### config.mk
export PLATFORM = sky130hd
export DESIGN_NAME = hash_regfront
export DESIGN_NICKNAME = d
export VERILOG_FILES = /design/src/rtl/hrf_pkg.sv /design/src/rtl/hrf_lane_order.sv /design/src/rtl/hrf_digest_stub.sv /design/src/rtl/hrf_result_queue.sv /design/src/rtl/hash_regfront.sv
export SDC_FILE = /design/constraint.sdc
export NUM_CORES = 1
export LEC_CHECK = 0
export BUFFER_PORTS_ARGS = -buffer_cell sky130_fd_sc_hd__buf_2
export CAP_MARGIN = 5
export CORE_MARGIN = 1.5
export CORE_UTILIZATION = 60
export DETAILED_ROUTE_END_ITERATION = 10
export HOLD_SLACK_MARGIN = 0.08
export PLACE_DENSITY = 0.78
export SLEW_MARGIN = 25
export SYNTH_ARGS = -nofsm -noshare
export SYNTH_HDL_FRONTEND = slang
export SYNTH_HIERARCHICAL = 1
export SYNTH_SLANG_ARGS = --single-unit
export TNS_END_PERCENT = 20
### constraint.sdc
create_clock -name clk -period 7.87 [get_ports clk]
set_input_delay 1.9675 -clock clk [delete_from_list [all_inputs] [get_ports clk]]
set_output_delay 1.9675 -clock clk [all_outputs]
set_load 0.03 [all_outputs]
### src/rtl/hrf_pkg.sv
package hrf_pkg;
  localparam int WORD_W  = 32;
  localparam int MAX_DIG = 8;
  localparam logic [31:0] STUB_K = 32'h9E3779B9;

  typedef enum logic [1:0] {
    ALG_MD5    = 2'd0,
    ALG_SHA1   = 2'd1,
    ALG_SHA224 = 2'd2,
    ALG_SHA256 = 2'd3
  } alg_e;

  function automatic logic [3:0] digest_len(alg_e a);
    case (a)
      ALG_MD5:    return 4'd4;
      ALG_SHA1:   return 4'd5;
      ALG_SHA224: return 4'd7;
      default:    return 4'd8;
    endcase
  endfunction

  function automatic logic [31:0] lane_order(logic [31:0] w, logic [1:0] sel);
    case (sel)
      2'd0:    return w;
      2'd1:    return {w[7:0], w[15:8], w[23:16], w[31:24]};
      2'd2:    return {w[23:16], w[31:24], w[15:8], w[7:0]};
      default: return {w[15:8], w[7:0], w[31:24], w[23:16]};
    endcase
  endfunction

  function automatic logic [31:0] stub_fold(logic [31:0] acc, logic [31:0] w);
    return {acc[30:0], acc[31]} ^ w;
  endfunction

  function automatic logic [31:0] stub_word(logic [31:0] acc, int unsigned idx);
    return acc ^ (STUB_K * 32'(idx + 1));
  endfunction

  function automatic logic [63:0] bytes_due(logic [31:0] hi, logic [31:0] lo);
    logic [64:0] b;
    b = {1'b0, hi, lo} + 65'd7;
    return 64'(b[64:3]);
  endfunction
endpackage

### src/rtl/hrf_lane_order.sv
module hrf_lane_order
  import hrf_pkg::*;
(
  input  logic [1:0]  sel,
  input  logic [31:0] din,
  output logic [31:0] dout
);
  assign dout = lane_order(din, sel);
endmodule

### src/rtl/hrf_digest_stub.sv
module hrf_digest_stub
  import hrf_pkg::*;
#(
  parameter int NW = MAX_DIG
) (
  input  logic               clk,
  input  logic               rst_n,
  input  logic               clear,
  input  logic               accept,
  input  logic [31:0]        word,
  input  logic               fin,
  output logic               res_vld,
  output logic [NW*32-1:0]   res
);
  logic [31:0] acc_q;

  always_ff @(posedge clk or negedge rst_n) begin
    if (!rst_n)      acc_q <= '0;
    else if (clear)  acc_q <= '0;
    else if (accept) acc_q <= stub_fold(acc_q, word);
  end

  always_ff @(posedge clk or negedge rst_n) begin
    if (!rst_n) res_vld <= 1'b0;
    else        res_vld <= fin && !clear;
  end

  for (genvar i = 0; i < NW; i++) begin : g_res
    always_ff @(posedge clk or negedge rst_n) begin
      if (!rst_n)   res[i*32 +: 32] <= '0;
      else if (fin) res[i*32 +: 32] <= stub_word(acc_q, i);
    end
  end
endmodule

### src/rtl/hrf_result_queue.sv
module hrf_result_queue #(
  parameter int DEPTH = 8,
  parameter int W     = 32,
  localparam int PW   = $clog2(DEPTH + 1),
  localparam int IW   = $clog2(DEPTH)
) (
  input  logic               clk,
  input  logic               rst_n,
  input  logic               flush,
  input  logic               load,
  input  logic [PW-1:0]      load_n,
  input  logic [DEPTH*W-1:0] load_data,
  input  logic               pop,
  output logic [W-1:0]       head,
  output logic               empty
);
  logic [W-1:0]  mem_q [DEPTH];
  logic [PW-1:0] cnt_q, rp_q;

  for (genvar i = 0; i < DEPTH; i++) begin : g_ent
    always_ff @(posedge clk) begin
      if (load) mem_q[i] <= load_data[i*W +: W];
    end
  end

  always_ff @(posedge clk or negedge rst_n) begin
    if (!rst_n) begin
      cnt_q <= '0;
      rp_q  <= '0;
    end else if (flush) begin
      cnt_q <= '0;
      rp_q  <= '0;
    end else if (load) begin
      cnt_q <= load_n;
      rp_q  <= '0;
    end else if (pop && !empty) begin
      rp_q  <= rp_q + 1'b1;
    end
  end

  assign empty = (rp_q == cnt_q);
  assign head  = empty ? '0 : mem_q[rp_q[IW-1:0]];
endmodule

### src/rtl/hash_regfront.sv
module hash_regfront
  import hrf_pkg::*;
#(
  parameter int ADDR_W  = 5,
  parameter int CNT_W   = 32,
  parameter int GAP_CYC = 2,
  parameter int QDEPTH  = MAX_DIG
) (
  input  logic              clk,
  input  logic              rst_n,
  input  logic              reg_wr,
  input  logic              reg_rd,
  input  logic [ADDR_W-1:0] reg_addr,
  input  logic [31:0]       reg_wdata,
  output logic [31:0]       reg_rdata,
  input  logic              dat_wr,
  input  logic [31:0]       dat_wdata,
  output logic              dat_stall,
  output logic              irq
);
  localparam logic [ADDR_W-1:0] A_RST = ADDR_W'(5'h00);
  localparam logic [ADDR_W-1:0] A_LNH = ADDR_W'(5'h04);
  localparam logic [ADDR_W-1:0] A_LNL = ADDR_W'(5'h08);
  localparam logic [ADDR_W-1:0] A_CTL = ADDR_W'(5'h0C);
  localparam logic [ADDR_W-1:0] A_STS = ADDR_W'(5'h10);
  localparam logic [ADDR_W-1:0] A_ENA = ADDR_W'(5'h14);
  localparam logic [ADDR_W-1:0] A_CLR = ADDR_W'(5'h18);
  localparam logic [ADDR_W-1:0] A_RSQ = ADDR_W'(5'h1C);
  localparam int GW = $clog2(GAP_CYC + 1);
  localparam int PW = $clog2(QDEPTH + 1);

  // configuration and state
  logic              srst_q;
  logic [31:0]       len_hi_q, len_lo_q;
  alg_e              alg_q;
  logic [1:0]        ord_q;
  logic              cfg_q;
  logic [GW-1:0]     gap_q;
  logic [CNT_W-1:0]  cnt_q;
  logic              done_q;
  logic [3:0]        sts_q, en_q;

  // named events
  logic        wr_rst, wr_lnh, wr_lnl, wr_ctl, wr_ena, wr_clr;
  logic        ctl_wr_evt, dat_acc, dat_err, last_word;
  logic        q_rd_evt, q_pop, rd_err_evt, q_load, q_flush, q_empty;
  logic [31:0] q_head, swapped;
  logic [3:0]  sts_set, sts_clr;
  logic [MAX_DIG*32-1:0] dig_vec;

  assign wr_rst = reg_wr && (reg_addr == A_RST);
  assign wr_lnh = reg_wr && (reg_addr == A_LNH) && !srst_q;
  assign wr_lnl = reg_wr && (reg_addr == A_LNL) && !srst_q;
  assign wr_ctl = reg_wr && (reg_addr == A_CTL);
  assign wr_ena = reg_wr && (reg_addr == A_ENA);
  assign wr_clr = reg_wr && (reg_addr == A_CLR);

  assign ctl_wr_evt = wr_ctl && !srst_q;
  assign dat_stall  = dat_wr && (ctl_wr_evt || (cfg_q && (gap_q != '0)));
  assign dat_acc    = dat_wr && !dat_stall && cfg_q;
  assign dat_err    = dat_wr && !dat_stall && !cfg_q;
  assign last_word  = (64'(cnt_q) + 64'd4) >= bytes_due(len_hi_q, len_lo_q);

  assign q_rd_evt   = reg_rd && (reg_addr == A_RSQ);
  assign q_pop      = q_rd_evt && !q_empty;
  assign rd_err_evt = q_rd_evt && q_empty;
  assign q_flush    = srst_q || (wr_rst && reg_wdata[0]);

  assign sts_set = {dat_err, rd_err_evt, q_load, q_load};
  assign sts_clr = wr_clr ? reg_wdata[3:0] : 4'b0;

  always_ff @(posedge clk or negedge rst_n) begin
    if (!rst_n) begin
      srst_q   <= 1'b0;
      len_hi_q <= '0;
      len_lo_q <= '0;
      alg_q    <= ALG_MD5;
      ord_q    <= '0;
      cfg_q    <= 1'b0;
      gap_q    <= '0;
      cnt_q    <= '0;
      done_q   <= 1'b0;
      sts_q    <= '0;
      en_q     <= '0;
    end else begin
      if (wr_rst) srst_q <= reg_wdata[0];
      sts_q  <= (sts_q & ~sts_clr) | sts_set;
      if (wr_ena) en_q <= reg_wdata[3:0];
      done_q <= dat_acc && last_word;
      if (srst_q) begin
        len_hi_q <= '0;
        len_lo_q <= '0;
        alg_q    <= ALG_MD5;
        ord_q    <= '0;
        cfg_q    <= 1'b0;
        gap_q    <= '0;
        cnt_q    <= '0;
        done_q   <= 1'b0;
      end else begin
        if (wr_lnh) len_hi_q <= reg_wdata;
        if (wr_lnl) len_lo_q <= reg_wdata;
        if (ctl_wr_evt) begin
          alg_q <= alg_e'(reg_wdata[1:0]);
          ord_q <= reg_wdata[9:8];
          cfg_q <= 1'b1;
          gap_q <= GW'(GAP_CYC - 1);
          cnt_q <= '0;
        end else begin
          if (gap_q != '0) gap_q <= gap_q - 1'b1;
          if (dat_acc) begin
            cnt_q <= cnt_q + CNT_W'(4);
            if (last_word) cfg_q <= 1'b0;
          end
        end
      end
    end
  end

  hrf_lane_order u_lane (
    .sel  (ord_q),
    .din  (dat_wdata),
    .dout (swapped)
  );

  hrf_digest_stub #(.NW(MAX_DIG)) u_stub (
    .clk     (clk),
    .rst_n   (rst_n),
    .clear   (ctl_wr_evt || srst_q),
    .accept  (dat_acc),
    .word    (swapped),
    .fin     (done_q),
    .res_vld (q_load),
    .res     (dig_vec)
  );

  hrf_result_queue #(.DEPTH(QDEPTH), .W(32)) u_queue (
    .clk       (clk),
    .rst_n     (rst_n),
    .flush     (q_flush),
    .load      (q_load),
    .load_n    (PW'(digest_len(alg_q))),
    .load_data (dig_vec[QDEPTH*32-1:0]),
    .pop       (q_pop),
    .head      (q_head),
    .empty     (q_empty)
  );

  assign irq = |(sts_q & en_q);

  always_comb begin
    reg_rdata = '0;
    if (reg_rd) begin
      case (reg_addr)
        A_RST:   reg_rdata = {31'b0, srst_q};
        A_LNH:   reg_rdata = len_hi_q;
        A_LNL:   reg_rdata = len_lo_q;
        A_CTL:   reg_rdata = {22'b0, ord_q, 6'b0, alg_q};
        A_STS:   reg_rdata = {23'b0, irq, 4'b0, sts_q};
        A_ENA:   reg_rdata = {28'b0, en_q};
        A_RSQ:   reg_rdata = q_head;
        default: reg_rdata = '0;
      endcase
    end
  end
endmodule

==> summary.txt <==
Synth
  – Post-synth top cells: 256 x edfxtp_1, 214 x dfrtp_1, 201 x buf_4
  – #FFs+latches synth: 470
  – Post-synth EDFFs: 256
  – Top post-synthesis cells by area: edfxtp_1 31%, dfrtp_1 22%, mux4_2 6.5%
  – Async S/R FF share, synth: 0.4553
  – Cell count after synthesis: 1,994
  – Netlist cell types: 76
  – Avg Synthesized Cell Area: 12.27 µm²
  – Mapped Area: 24,470 µm²
  – Top cell type's share of synthesized area: 0.3142
  – Synth Warn #: 6
  – Area leader, netlist: edfxtp_1
  – Post-synthesis sequential area ratio: 0.5330
  – Count leader, synth: edfxtp_1
  – Syn_nets: 2,104
  – Top FF cell, synth: edfxtp_1

Route
  – Drt drc: 0
  – Routed WL: 52,930 µm
  – Initial drt markers: 1,763
  – Vias: 15,070
  – Post-DRT Antenna Nets: 0
  – TritonRoute pass-1 iters: 8
  – Average wire per standard cell: 21.80 µm
  – Vias/cell: 6.208

Setup path
  – CP endpoint kind: output pin
  – CP Data Required Time: 5.90 ns
  – R2R Setup Slk: 3.27 ns
  – Worst reg2reg startpoint: len_lo_q[7]
  – Worst reg-to-reg path cell count: 15
  – Crit Path Category: primary input to output pin
  – Worst Setup Start Kind: primary input
  – FF-to-FF End: cfg_q
  – Arrival time at the worst endpoint: 3.97 ns
  – Peak fanout along the critical path: 32

Floorplan
  – IO Count: 108
  – Core area: 40,010 µm²
  – Die width: 204.9 µm
  – Starting density of the core: 0.6116
  – Row Count: 73
  – Die ar.: 42,000 µm²
  – Die height: 204.9 µm

STA
  – Final Max Tran Viols: 0
  – RSZ-0062 raised after global routing: no
  – Period utilization: 0.7541
  – TNS Setup: 0 ns
  – Count of final setup violators: 0
  – Min cycle time layout: 5.935 ns
  – Max frequency: 0.1685 GHz
  – Worst rel slew slack: 0.3258
  – Worst-case clock skew: 0.02262 ns
  – Hold Vio Cnt, Final: 0
  – Worst Max-Slew Pin Slew: 1.011 ns

Clocking
  – Clk sink count: 470
  – H-tree levels: 2
  – CTS buffer count: 47
  – Clock latency on the worst-skew pair: 0.57 ns
  – Post-CTS setup buffers: 0
  – Clk Tree Root Cell: clkbuf_16
  – Cts hold-fix bufs: 0
  – PostCTS Resize Cnt: 0
  – Longest Clk Path Bufs: 3
  – TritonCTS clock tree: done
  – Clock Pin Slew Worst Setup and Hold Paths: 0.06 ns

Job
  – MaxCap Viol Count: 0

Global route
  – Largest net degree at the start of global routing: 182
  – Initial antenna violation count: 1
  – Global-route wire length before repair: 83,000 µm
  – Vias in the first global route: 14,730
  – Grt ovf: 0
  – GRT Overall Usage: 0.2570

Placed design
  – Dpl cell area: 23,730 µm²
  – Input/output buffers: 107
  – DP Wirelength: 34,600 µm
  – Final GP Congestion: 0.9495

Cells and area
  – Ratio of cells with drive above 1 in the final layout: 0.1856
  – Finished Cell Area: 25,350 µm²
  – Layout area overhead: 3.620%
  – Final #Nets: 1,973

Pwr
  – Peak supply drop: 0.1447 mV
  – Leakage power: 9.398 nW
  – PD cells: 241.9 nW/µm²

Worst hold path
  – Hold EP: u_queue/mem_q[7][18]
  – Hold Crit Depth: 0
  – Min-delay src: u_stub/res[242]
  – Hold WC Path Type: flop to flop

Status
  – Outcome: complete, no violations
worst max-delay path by stage:
stage / startpoint / to
2_1_floorplan: u_stub/res_vld / u_queue/cnt_q[0]
3_3_place_gp: reg_addr[2] / reg_rdata[18]
3_5_place_dp: reg_addr[2] / reg_rdata[18]
4_1_cts: reg_addr[2] / reg_rdata[27]
5_1_grt: u_queue/rp_q[0] / reg_rdata[17]
6_report: reg_addr[2] / reg_rdata[2]
report_power, final:
| part | total (mW) | leakage [nW] | switching, mW | internal (mW) |
|---|---|---|---|---|
| combinational | 0.651 | 3.43 | 0.339 | 0.312 |
| clock | 2.24 | 0.750 | 0.943 | 1.29 |
| sequential | 3.24 | 5.22 | 0.345 | 2.90 |
critical path, cell delays in order:
cell and delay, ns:
buf_2 0.18, nor4b_2 0.64, nor2b_2 0.27, buf_4 0.36, a222oi_1 0.19, nor2_1 0.14
buf_2 0.21
layout make-up:
class,count,area (µm²)
fill,2926,14650
sequential,470,13060
multi-input combinational,1169,9139
clock buffer,64,1290
timing repair buffer,128,755.7
tap,525,656.9
clock inverter,24,271.5
inverter,47,176.4
antenna,1,2.502
cells by family after synthesis:
kind of cell	Yosys count	share of synthesized area
multiplexers	211	0.1348
AO/OA/AOI/OAI	248	0.06745
XOR/XNOR	120	0.04295
adder cells (fa/ha/maj)	36	0.01841
flip-flops	470	0.5330
buffers and inverters	355	0.09440
AND/OR/NAND/NOR	554	0.1089
metrics by stage:
| stage | std cells | util | setup slack [ns] | total power, mW | hold WS (ns) |
|---|---|---|---|---|---|
| floorplan | 1994 | - | 1.576 | 3.977 | 0.4251 |
| global placement | 2337 | 0.5931 | 1.948 | 3.871 | 0.4413 |
| detailed placement | 2337 | 0.5932 | 1.800 | 3.923 | 0.4616 |
| CTS | 2425 | 0.6322 | 1.786 | 6.162 | 0.4958 |
| global route | 2427 | 0.6337 | 1.744 | 6.362 | 0.5015 |
| finish | 2428 | 0.6338 | 1.935 | 6.133 | 0.4978 |
sequential cells by signal (all words and copies together) (netlist names), 4 cells and up:
name and cells:
cnt_q 30, en_q 4, len_hi_q 32, len_lo_q 32, sts_q 4, u_queue/cnt_q 4
u_queue/mem_q 256, u_queue/rp_q 4, u_stub/acc_q 32, u_stub/res 62
metal layers:
layer,global-route usage,vias up,share of wire
met5,0,-,0
met4,0.08368,0,0.030
met3,0.04232,105,0.077
met2,0.4158,661,0.48
met1,0.3573,7520,0.41
li1,-,6787,-
layout by cell type, fill, tap and decap left out, types with 17 or more instances in the layout:
cell type,n
buf_2,106
nand2_1,194
nor2_1,168
o21ai_0,21
inv_1,46
or3_1,21
dfrtp_1,206
nor3_1,19
ha_1,36
nand4_1,26
nand3_1,34
a222oi_1,31
xor2_1,55
and3_1,17
buf_4,18
a211oi_1,29
mux4_2,71
mux2_4,27
edfxtp_1,256
xnor2_1,65
mux2i_1,90
clkbuf_16,47
a21oi_1,113
(Power assumes the default switching activity.)
